==> config.mk <==
export PLATFORM = sky130hd
export DESIGN_NAME = eeprom_i2c_slave
export DESIGN_NICKNAME = d
export VERILOG_FILES = /design/src/rtl/eeprom_i2c_pkg.sv /design/src/rtl/i2c_line_sampler.sv /design/src/rtl/eeprom_store.sv /design/src/rtl/eeprom_i2c_ctrl.sv /design/src/rtl/eeprom_i2c_slave.sv
export SDC_FILE = /design/constraint.sdc
export NUM_CORES = 2
export LEC_CHECK = 0
export BUFFER_PORTS_ARGS = -buffer_cell sky130_fd_sc_hd__buf_2
export CAP_MARGIN = 10
export CORE_UTILIZATION = 55
export CTS_BUF_LIST = sky130_fd_sc_hd__clkbuf_16
export DETAILED_ROUTE_END_ITERATION = 8
export PLACE_DENSITY = 0.71
export SLEW_MARGIN = 20
export SYNTH_ARGS = -nofsm -noshare
export SYNTH_HDL_FRONTEND = slang
export SYNTH_HIERARCHICAL = 1
export SYNTH_SLANG_ARGS = --single-unit
==> constraint.sdc <==
create_clock -name clk -period 3.95 [get_ports clk]
set_clock_uncertainty 0.15 [all_clocks]
set_input_delay 0.79 -clock clk [delete_from_list [all_inputs] [get_ports clk]]
set_output_delay 0.79 -clock clk [all_outputs]
set_load 0.05 [all_outputs]
==> src/rtl/eeprom_i2c_pkg.sv <==
// Shared types for the two-wire byte store controller.
package eeprom_i2c_pkg;
    // Bus engine states
    typedef enum logic [2:0] {
        ST_IDLE,    // ignoring the bus until a start
        ST_RX,      // shifting in a byte from the master
        ST_ACK,     // driving the acknowledge bit
        ST_TX,      // shifting out a read byte
        ST_RACK     // sampling the master acknowledge
    } bus_state_t;

    // Which byte of a write-direction transfer is being received
    typedef enum logic [1:0] {
        PH_DEV,     // device byte
        PH_ADDR,    // word pointer byte
        PH_DATA     // data bytes
    } rx_phase_t;
endpackage

==> src/rtl/i2c_line_sampler.sv <==
// Synchronises SCL and SDA into the system clock and derives edge, start and
// stop pulses from the sampled values. Assumes the bus is much slower than clk.
// Both lines pass through identical stages, so they stay aligned.
module i2c_line_sampler #(
    parameter int SYNC_STAGES = 2
) (
    input  logic clk,
    input  logic rst_n,
    input  logic scl_i,
    input  logic sda_i,
    output logic scl_rise,
    output logic scl_fall,
    output logic sda_level,
    output logic start_det,
    output logic stop_det
);
    logic [SYNC_STAGES-1:0] scl_sync;
    logic [SYNC_STAGES-1:0] sda_sync;
    logic scl_prev, sda_prev, scl_now;

    // Synchroniser chains plus one history flop per line; idle bus is high.
    always_ff @(posedge clk) begin
        if (!rst_n) begin
            scl_sync <= '1;
            sda_sync <= '1;
            scl_prev <= 1'b1;
            sda_prev <= 1'b1;
        end else begin
            scl_sync <= {scl_sync[SYNC_STAGES-2:0], scl_i};
            sda_sync <= {sda_sync[SYNC_STAGES-2:0], sda_i};
            scl_prev <= scl_sync[SYNC_STAGES-1];
            sda_prev <= sda_sync[SYNC_STAGES-1];
        end
    end

    // Event decode on the sampled lines.
    always_comb begin
        scl_now   = scl_sync[SYNC_STAGES-1];
        sda_level = sda_sync[SYNC_STAGES-1];
        scl_rise  = scl_now & ~scl_prev;
        scl_fall  = ~scl_now & scl_prev;
        start_det = scl_now & scl_prev & sda_prev & ~sda_level;
        stop_det  = scl_now & scl_prev & ~sda_prev & sda_level;
    end
endmodule

==> src/rtl/eeprom_store.sv <==
// Register-held byte store with a one-page write buffer. Bytes are staged in
// the buffer with per-slot valid bits and copied into the store in a single
// clock on commit. Assumes commit and buffer writes never coincide.
module eeprom_store #(
    parameter int ADDR_W = 8,
    parameter int PAGE_W = 3
) (
    input  logic                     clk,
    input  logic                     rst_n,
    input  logic                     buf_wr,
    input  logic [PAGE_W-1:0]        buf_slot,
    input  logic [7:0]               buf_data,
    input  logic                     buf_clear,
    input  logic                     commit,
    input  logic [ADDR_W-PAGE_W-1:0] page_base,
    input  logic [ADDR_W-1:0]        rd_addr,
    output logic [7:0]               rd_data,
    output logic                     buf_pending
);
    localparam int DEPTH = 1 << ADDR_W;
    localparam int PAGE  = 1 << PAGE_W;

    logic [7:0]      mem  [DEPTH];
    logic [7:0]      pbuf [PAGE];
    logic [PAGE-1:0] pvalid;

    // Slot valid flags: set on a buffered byte, cleared on discard or commit.
    always_ff @(posedge clk) begin
        if (!rst_n)                  pvalid <= '0;
        else if (buf_clear || commit) pvalid <= '0;
        else if (buf_wr)             pvalid[buf_slot] <= 1'b1;
    end

    // Page buffer data, needs no reset because the valid flags guard it.
    always_ff @(posedge clk) begin
        if (buf_wr) pbuf[buf_slot] <= buf_data;
    end

    // Store array: cleared by reset, loaded from valid buffer slots on commit.
    always_ff @(posedge clk) begin
        if (!rst_n) begin
            for (int i = 0; i < DEPTH; i++) mem[i] <= 8'h00;
        end else if (commit) begin
            for (int j = 0; j < PAGE; j++)
                if (pvalid[j]) mem[{page_base, PAGE_W'(j)}] <= pbuf[j];
        end
    end

    // Read port and buffer status.
    always_comb begin
        rd_data     = mem[rd_addr];
        buf_pending = |pvalid;
    end
endmodule

==> src/rtl/eeprom_i2c_ctrl.sv <==
// Two-wire slave protocol engine: device byte match, word pointer, data
// acknowledge, read shifting, and the busy timer that follows a commit.
// Assumes event pulses from i2c_line_sampler. SDA changes only after a
// sampled SCL fall, start or stop.
module eeprom_i2c_ctrl
    import eeprom_i2c_pkg::*;
#(
    parameter int         ADDR_W       = 8,
    parameter int         PAGE_W       = 3,
    parameter int         WRITE_CYCLES = 1000,
    parameter logic [3:0] DEV_TYPE     = 4'b1010
) (
    input  logic                     clk,
    input  logic                     rst_n,
    input  logic                     scl_rise,
    input  logic                     scl_fall,
    input  logic                     sda_level,
    input  logic                     start_det,
    input  logic                     stop_det,
    input  logic [2:0]               strap_i,
    input  logic [7:0]               rd_data,
    input  logic                     buf_pending,
    output logic                     sda_oe_o,
    output logic                     buf_wr,
    output logic [PAGE_W-1:0]        buf_slot,
    output logic [7:0]               buf_data,
    output logic                     buf_clear,
    output logic                     commit,
    output logic [ADDR_W-PAGE_W-1:0] page_base,
    output logic [ADDR_W-1:0]        rd_addr,
    output logic                     busy_o
);
    localparam int BUSY_W = $clog2(WRITE_CYCLES + 1);

    bus_state_t        state;
    rx_phase_t         phase;
    logic [3:0]        cnt;
    logic [7:0]        shreg;
    logic [ADDR_W-1:0] ptr;
    logic              rw;
    logic [BUSY_W-1:0] busy_cnt;
    logic              ev_start, ev_stop, dev_match, byte_in_done;

    // Gate bus events while the write window runs and decode byte matches.
    always_comb begin
        busy_o       = (busy_cnt != '0);
        ev_start     = start_det & ~busy_o;
        ev_stop      = stop_det & ~busy_o;
        dev_match    = (shreg[7:4] == DEV_TYPE) && (shreg[3:1] == strap_i);
        byte_in_done = (state == ST_RX) && scl_fall && (cnt == 4'd8);
        buf_wr       = byte_in_done && (phase == PH_DATA) && ~busy_o
                       && ~start_det && ~stop_det;
        buf_slot     = ptr[PAGE_W-1:0];
        buf_data     = shreg;
        buf_clear    = ev_start;
        commit       = ev_stop & buf_pending;
        page_base    = ptr[ADDR_W-1:PAGE_W];
        rd_addr      = ptr;
    end

    // Write window timer: loaded on commit, counts down to idle.
    always_ff @(posedge clk) begin
        if (!rst_n)      busy_cnt <= '0;
        else if (commit) busy_cnt <= BUSY_W'(WRITE_CYCLES);
        else if (busy_o) busy_cnt <= busy_cnt - BUSY_W'(1);
    end

    // Bus engine: byte reception, acknowledge, transmit and master acknowledge.
    always_ff @(posedge clk) begin
        if (!rst_n) begin
            state    <= ST_IDLE;
            phase    <= PH_DEV;
            cnt      <= '0;
            shreg    <= '0;
            ptr      <= '0;
            rw       <= 1'b0;
            sda_oe_o <= 1'b0;
        end else if (busy_o) begin
            state    <= ST_IDLE;
            sda_oe_o <= 1'b0;
        end else if (ev_start) begin
            state    <= ST_RX;
            phase    <= PH_DEV;
            cnt      <= '0;
            sda_oe_o <= 1'b0;
        end else if (ev_stop) begin
            state    <= ST_IDLE;
            sda_oe_o <= 1'b0;
        end else begin
            case (state)
                ST_RX: begin
                    if (scl_rise && cnt != 4'd8) begin
                        shreg <= {shreg[6:0], sda_level};
                        cnt   <= cnt + 4'd1;
                    end else if (byte_in_done) begin
                        cnt <= '0;
                        case (phase)
                            PH_DEV: begin
                                if (dev_match) begin
                                    rw       <= shreg[0];
                                    sda_oe_o <= 1'b1;
                                    state    <= ST_ACK;
                                end else begin
                                    state    <= ST_IDLE;
                                end
                            end
                            PH_ADDR: begin
                                ptr      <= shreg[ADDR_W-1:0];
                                sda_oe_o <= 1'b1;
                                state    <= ST_ACK;
                            end
                            default: begin
                                ptr      <= {ptr[ADDR_W-1:PAGE_W],
                                             ptr[PAGE_W-1:0] + PAGE_W'(1)};
                                sda_oe_o <= 1'b1;
                                state    <= ST_ACK;
                            end
                        endcase
                    end
                end
                ST_ACK: begin
                    if (scl_fall) begin
                        cnt <= '0;
                        if (phase == PH_DEV && rw) begin
                            shreg    <= rd_data;
                            sda_oe_o <= ~rd_data[7];
                            state    <= ST_TX;
                        end else begin
                            sda_oe_o <= 1'b0;
                            phase    <= (phase == PH_DEV) ? PH_ADDR : PH_DATA;
                            state    <= ST_RX;
                        end
                    end
                end
                ST_TX: begin
                    if (scl_fall) begin
                        if (cnt == 4'd7) begin
                            cnt      <= '0;
                            sda_oe_o <= 1'b0;
                            ptr      <= ptr + ADDR_W'(1);
                            state    <= ST_RACK;
                        end else begin
                            cnt      <= cnt + 4'd1;
                            shreg    <= {shreg[6:0], 1'b0};
                            sda_oe_o <= ~shreg[6];
                        end
                    end
                end
                ST_RACK: begin
                    if (scl_rise) begin
                        if (sda_level) state <= ST_IDLE;
                        else           cnt   <= 4'd1;
                    end else if (scl_fall && cnt == 4'd1) begin
                        cnt      <= '0;
                        shreg    <= rd_data;
                        sda_oe_o <= ~rd_data[7];
                        state    <= ST_TX;
                    end
                end
                default: ;
            endcase
        end
    end
endmodule

==> src/rtl/eeprom_i2c_slave.sv <==
// Top of the two-wire byte store: line sampler, protocol engine and store.
// Assumes an external pull-up on SDA; sda_oe_o = 1 pulls the line low.
module eeprom_i2c_slave #(
    parameter int         ADDR_W       = 8,
    parameter int         PAGE_BYTES   = 8,
    parameter int         WRITE_CYCLES = 1000,
    parameter logic [3:0] DEV_TYPE     = 4'b1010,
    parameter int         SYNC_STAGES  = 2
) (
    input  logic       clk,
    input  logic       rst_n,
    input  logic       scl_i,
    input  logic       sda_i,
    input  logic [2:0] strap_i,
    output logic       sda_oe_o
);
    localparam int PAGE_W = $clog2(PAGE_BYTES);

    logic                     scl_rise, scl_fall, sda_level, start_det, stop_det;
    logic                     buf_wr, buf_clear, commit, buf_pending, wr_busy;
    logic [PAGE_W-1:0]        buf_slot;
    logic [7:0]               buf_data, rd_data;
    logic [ADDR_W-PAGE_W-1:0] page_base;
    logic [ADDR_W-1:0]        rd_addr;

    i2c_line_sampler #(.SYNC_STAGES(SYNC_STAGES)) sampler_i (
        .clk(clk), .rst_n(rst_n), .scl_i(scl_i), .sda_i(sda_i),
        .scl_rise(scl_rise), .scl_fall(scl_fall), .sda_level(sda_level),
        .start_det(start_det), .stop_det(stop_det)
    );

    eeprom_i2c_ctrl #(
        .ADDR_W(ADDR_W), .PAGE_W(PAGE_W),
        .WRITE_CYCLES(WRITE_CYCLES), .DEV_TYPE(DEV_TYPE)
    ) ctrl_i (
        .clk(clk), .rst_n(rst_n),
        .scl_rise(scl_rise), .scl_fall(scl_fall), .sda_level(sda_level),
        .start_det(start_det), .stop_det(stop_det), .strap_i(strap_i),
        .rd_data(rd_data), .buf_pending(buf_pending), .sda_oe_o(sda_oe_o),
        .buf_wr(buf_wr), .buf_slot(buf_slot), .buf_data(buf_data),
        .buf_clear(buf_clear), .commit(commit), .page_base(page_base),
        .rd_addr(rd_addr), .busy_o(wr_busy)
    );

    eeprom_store #(.ADDR_W(ADDR_W), .PAGE_W(PAGE_W)) store_i (
        .clk(clk), .rst_n(rst_n), .buf_wr(buf_wr), .buf_slot(buf_slot),
        .buf_data(buf_data), .buf_clear(buf_clear), .commit(commit),
        .page_base(page_base), .rd_addr(rd_addr), .rd_data(rd_data),
        .buf_pending(buf_pending)
    );
endmodule

# Yosys cells after proc, flatten, opt, wreduce, memory -nomap -nowiden

Memory sizes are Yosys's and may differ from the RTL's.
Cells that the tools add are included.

Latch bits: 0
ROM bits: 0
Memories: 2
Bits in writable memories: 2112
Bits in registers: 51

$add $sub $neg: 4
$mul: 0
Shift operators: 0
Order comparisons: 2
Equal/unequal tests: 41
Divide/modulo/power cells: 0
Reduce and logical (&&, ||, !) cells: 43
Bitwise gates (word level): 24
Multiplexer cells: 119

Memories:

| name         | words | bits a word | rd ports | clocked after memory_dff | write ports | RTL line           | text |
|---|---|---|---|---|---|---|---|
| store_i.mem  | 256   | 8           | 1        | 0                        | 256         | eeprom_store.sv:23 | `logic [7:0] mem [DEPTH];` |
| store_i.pbuf | 8     | 8           | 8        | 0                        | 1           | eeprom_store.sv:24 | `logic [7:0] pbuf [PAGE];` |

Operators with widths:

| kind                                               | count |
|---|---|
| two-way mux 8 bit                                  | 27 |
| OR reduction 8 bit                                 | 9 |
| two-way mux 1 bit                                  | 56 |
| two-way mux 4 bit                                  | 10 |
| AND reduction 8 bit                                | 5 |
| one-hot mux 8 bit (2 select lines)                 | 2 |
| one-hot mux 8 bit (4 select lines)                 | 1 |
| two-way mux 3 bit                                  | 8 |
| two-way mux 10 bit                                 | 2 |
| != test 4 x 1 -> 1 bit, second input constant      | 5 |
| two-way mux 2 bit                                  | 9 |
| != test 2 x 1 -> 1 bit, second input constant      | 8 |
| one-hot mux 4 bit (4 select lines)                 | 1 |
| NOT 1 bit                                          | 13 |
| != test 2 bit, second input constant               | 6 |
| one-hot mux 3 bit (4 select lines)                 | 1 |
| logical AND 1 bit                                  | 11 |
| AND reduction 11 bit                               | 1 |
| bitwise AND 1 bit                                  | 10 |
| AND reduction 10 bit                               | 1 |
| nonzero test 10 bit                                | 1 |
| subtractor 10 x 1 -> 10 bit, second input constant | 1 |
| != test 3 x 1 -> 1 bit, second input constant      | 3 |
| AND reduction 9 bit                                | 1 |
| other kinds (33)                                   | 41 |

# Depth between registers and ports, before layout

Depth after elaboration: 10
Gate-level depth with buffers: 16
Gate-level depth less buffers: 10

# Cells and area by module

The synthesis kept the hierarchy.

By module, submodules not included:

| module           | cells an instance | sequential area each (um^2) | instances | area each (um^2) |
|---|---|---|---|---|
| eeprom_store     | 6407              | 63581.0                     | 1         | 96496.3 |
| eeprom_i2c_ctrl  | 302               | 740.7                       | 1         | 2586.2 |
| i2c_line_sampler | 16                | 120.1                       | 1         | 190.2 |

# Worst setup path after synthesis

No wires, ideal clock.

Path kind: register -> register
Start: reg ctrl_i.busy_cnt[0]
End: mem store_i.mem[128][0], enable pin
Library setup time: 0.384 ns
Data arrival time: 3.041 ns
Period minus slack after synthesis: 3.575 ns
Stages on the path, launching flop included: 14
Path slack: 0.375 ns
Path through: dfxtp_1 > inv_1 > ha_1 > nor3b_2 > and3_1 > buf_4 > nand3_1 > inv_1 > and2_1 > clkbuf_1 > nand2_1 > clkbuf_1 > clkbuf_1 > o21ai_0

RTL lines:

| item                   | RTL line              | text |
|---|---|---|
| start, declared        | eeprom_i2c_ctrl.sv:41 | `logic [BUSY_W-1:0] busy_cnt;` |
| start signal, assigned | eeprom_i2c_ctrl.sv:64 | `else if (commit) busy_cnt <= BUSY_W'(WRITE_CYCLES);` |
| start signal, assigned | eeprom_i2c_ctrl.sv:65 | `else if (busy_o) busy_cnt <= busy_cnt - BUSY_W'(1);` |
| end, declared          | eeprom_store.sv:23    |  |

# Worst setup path after layout

Start: reg ctrl_i.ptr[0] (netlist: ctrl_i/rd_addr[0])
End: reg ctrl_i.shreg[2] (netlist: ctrl_i/buf_data[2])

Longest elaborated chain between the ends: 4

RTL lines:

| item                                 | RTL line                                       | text |
|---|---|---|
| start, declared                      | eeprom_i2c_ctrl.sv:39                          | `logic [ADDR_W-1:0] ptr;` |
| start signal, assigned               | eeprom_i2c_ctrl.sv:108                         | `ptr <= shreg[ADDR_W-1:0];` |
| start signal, assigned               | eeprom_i2c_ctrl.sv:113                         | `ptr <= {ptr[ADDR_W-1:PAGE_W],` |
| start signal, assigned               | eeprom_i2c_ctrl.sv:140                         | `ptr <= ptr + ADDR_W'(1);` |
| memory read (256 x 8 bit) *          | --                                             |  |
| named net rd_data[2]                 | eeprom_i2c_slave.sv:22                         | `logic [7:0] buf_data, rd_data;` |
| two-way mux 8 bit (on tied branches) | eeprom_i2c_ctrl.sv:153, eeprom_i2c_ctrl.sv:124 |  |
| two-way mux 8 bit (on tied branches) | eeprom_i2c_ctrl.sv:150, eeprom_i2c_ctrl.sv:122 |  |
| one-hot mux 8 bit (4 select lines) * | eeprom_i2c_ctrl.sv:90                          | `case (state)` |
| end signal, assigned                 | eeprom_i2c_ctrl.sv:93                          | `shreg <= {shreg[6:0], sda_level};` |
| end signal, assigned                 | eeprom_i2c_ctrl.sv:144                         | `shreg <= {shreg[6:0], 1'b0};` |
| end signal, assigned                 | eeprom_i2c_ctrl.sv:155                         | `shreg <= rd_data;` |
| end, declared                        | eeprom_i2c_ctrl.sv:38                          | `logic [7:0] shreg;` |

The timed path passes the listed nets; every way through them passes the cells marked *. The select of a mux whose other input is x is not followed.
A chain may end at the register's enable or synchronous reset.

==> results.sh <==
export IMPL_status="complete, no violations"
export IMPL_post_dp_cell_area_um2=106000
export IMPL_gp_congestion=0.990
export IMPL_leakagePower_nw=38.5
export IMPL_dieArea_um2=182000
export IMPL_final_cell_area_um2=113000
export IMPL_num_rows=155
export IMPL_routed_wl_um=335000
export IMPL_drive_above_1_share=0.212
export IMPL_synth_nets=6738
export IMPL_setup_violations=0
export IMPL_cp_end_kind="flip-flop"
export IMPL_crit_buf_inv=5
export IMPL_syn_inst=6725
export IMPL_power_density_nw_per_um2=429
export IMPL_layout_min_cycle_time_ps=3950
export IMPL_nets=7159
export IMPL_utilization=0.631
export IMPL_vias_per_cell=6.72
export IMPL_ir_drop_mv=0.454
export IMPL_initial_core_util=0.555
export IMPL_die_w_um=427
export IMPL_yosysTopAreaCell="edfxtp_1"
export IMPL_required_ps=4570
export IMPL_fmax_mhz=253
export IMPL_pin_count=8
export IMPL_grt_pass1_wl_um=467000
export IMPL_pre_cts_ws_ps=-144
export IMPL_drv_cap=0
export IMPL_cp_cell_sequence="buf_12 -> buf_12 -> buf_12 -> buf_12 -> mux4_2 -> a22oi_1 -> buf_4 -> a21oi_1 -> or3_1 -> o22ai_1 -> a211oi_1 -> mux2i_1 -> nand2_1 -> o211a_1"
export IMPL_cpMostUsedCell="buf_12"
export IMPL_die_h_um=427
export IMPL_synth_flop_cell="edfxtp_1"
export IMPL_timing_slew_headroom=0.198
export IMPL_fin_cells=9782
export IMPL_dp_cells=9280
export IMPL_clk_latency_ps=890
export IMPL_critical_path_max_fanout=17
export IMPL_finalCritPeriodShare=0.999
export IMPL_slowest_delay_ps=510
export IMPL_htreeDepth=4
export IMPL_cp_start_kind="flip-flop"
export IMPL_hold_worst_slack_ps=270
export IMPL_antenna_left=0
export IMPL_p_total_mw=48.4
export IMPL_dp_hpwl_um=208000
export IMPL_layout_setup_ws_ps=2.58
export IMPL_io_buffers=7
export IMPL_worst_pin_slew_ps=1200
export IMPL_final_max_slew_viol_count=0
export IMPL_ys_ff_latch=2163
export IMPL_clock_sinks=2163
export IMPL_syn2layout_area_growth_pct=13.7
export IMPL_fin_setup_tns_ps=0
export IMPL_antenna_found_initial=61
export IMPL_synth_edff_count=2112
export IMPL_synth_top_area_frac=0.639
export IMPL_dr_total_vias=65800
export IMPL_drtIter0Drc=13500
export IMPL_numCtsBuffers=213
export IMPL_dr_pass1_iters=6
export IMPL_arrival_ps=4560
export IMPL_ys_async_sr_fraction=0
export IMPL_cts_root_buf="clkbuf_16"
export IMPL_wl_per_cell_um=34.2
export IMPL_synth_seq_area_share=0.649
export IMPL_yosysUniqueCellTypes=89
export IMPL_criticalPathCategory="reg -> reg"
export IMPL_synth_area_leaders="edfxtp_1 64%, and2_1 13%, mux4_2 10%"
export IMPL_hp_class="reg -> reg"
export IMPL_cts_max_path_buffers=3
export IMPL_ys_warnings_count=6
export IMPL_hold_viol=0
export IMPL_clk_pin_slew_worst_paths_ps=70
export IMPL_drc_errors=0
export IMPL_core_area_um2=179000
export IMPL_crit_family="compound AO/OA/AOI/OAI gates"
export IMPL_synth_area_um2=99300
export IMPL_grt_util_all_layers=0.370
export IMPL_slowest_stage="mux4_2"
export IMPL_syn_avg_cell_area_um2=14.8
export IMPL_grt_pass1_vias=62700
export IMPL_cts_tree="built"
export IMPL_overflow=0
export IMPL_grt_max_degree=156
==> placed cells by master (no fill, tap or decap), drive strengths merged, types with 7 or more instances in the layout <==
master / n
nor3b: 10
o221ai: 40
nor2: 303
a21oi: 123
inv: 69
mux2i: 129
diode: 95
o22ai: 38
a221oi: 12
o21ai: 283
clkinvlp: 10
nor4: 17
o211a: 11
xnor2: 7
o21a: 9
nand3: 17
dfxtp: 51
clkbuf: 216
mux2: 15
or2: 14
edfxtp: 2112
a211oi: 23
or3: 14
and2: 2057
bufinv: 15
and3: 9
clkinv: 103
nor2b: 22
a22oi: 172
nor3: 32
nand2b: 19
a21boi: 10
nand2: 101
buf: 722
a31oi: 9
o31ai: 13
mux4: 445
==> worst paths after layout <==
path / startpoint / to / slack, ps / cells after the start
hold reg to reg: sampler_i/sda_sync[0] / sampler_i/sda_sync[1] / 270 / 1
setup reg to reg: ctrl_i/rd_addr[0] / ctrl_i/buf_data[2] / 3 / 14
setup / recovery: ctrl_i/rd_addr[0] / ctrl_i/buf_data[2] / 3 / 14
hold / removal: sampler_i/sda_sync[0] / sampler_i/sda_sync[1] / 270 / 1
==> state kept, by name, summed over array words and instances (netlist names), 2 cells and up <==
signal              count
sampler_i/scl_sync      2
ctrl_i/phase            2
ctrl_i/buf_data         8
ctrl_i/state            3
ctrl_i/busy_cnt        10
store_i/pbuf           64
ctrl_i/rd_addr          8
ctrl_i/cnt              4
sampler_i/sda_sync      2
store_i/mem          2048
store_i/pvalid          8
==> cell type report <==
class,count,area [um2]
Fill cell,12800,65900
Sequential cell,2163,64500
Multi-Input combinational cell,4032,32400
Timing Repair Buffer,724,6040
Clock buffer,216,5410
Tap cell,2355,2950
Clock inverter,185,1380
Antenna cell,95,238
Inverter,12,45.0
==> where the power goes <==
part / leakage [nW] / switching, mW / total, mW / internal, mW
sequential: 20.6 / 0.444 / 26.7 / 26.2
clock: 3.51 / 9.03 / 20.0 / 10.9
combinational: 14.4 / 1.04 / 1.79 / 0.753
total: 38.5 / 10.5 / 48.4 / 37.9
==> Yosys cell counts (all sizes together) (13+ instances only) <==
| cell | count |
|---|---|
| and2 | 2057 |
| dfxtp | 51 |
| buf | 151 |
| o221ai | 40 |
| edfxtp | 2112 |
| or3 | 14 |
| o31ai | 13 |
| clkbuf | 367 |
| mux2i | 129 |
| nor2b | 22 |
| o21ai | 283 |
| mux4 | 445 |
| a21oi | 123 |
| or2 | 14 |
| nor2 | 303 |
| nand2b | 19 |
| o22ai | 38 |
| mux2 | 15 |
| nor3 | 32 |
| nand3 | 17 |
| a211oi | 23 |
| nor4 | 17 |
| a22oi | 172 |
| nand2 | 101 |
==> cells by family (layout without fill, tap and decap cells) <==
group,after synthesis,in the layout,share of synthesized area
fa+ha+maj,6,6,0.000756
compound gates,780,780,0.0498
flops,2163,2163,0.649
simple gates,2647,2647,0.158
xor+xnor,10,10,0.000882
other cells,0,95,0
mux,589,589,0.116
buf+inv,530,1137,0.0257
==> timing repair <==
| item | 4_1_cts | 5_1_grt |
|---|---|---|
| gates cloned | 0 | 0 |
| endpoints found under the hold margin | 2 | 0 |
| resized for setup | 1 | 5 |
| buffers inserted | 4 | 0 |
| setup endpoints to repair | 6 | 16 |
| hold buffers | 2 | 0 |
==> metal layers <==
layer | wire length (um) | up-vias | global-route usage
li1 | - | 26000 | -
met1 | 112000 | 32500 | 0.499
met2 | 146000 | 6253 | 0.534
met3 | 58000 | 1106 | 0.129
met4 | 18500 | 18 | 0.185
met5 | 284 | - | 0
No activity file was read; power rests on OpenSTA's default activity.
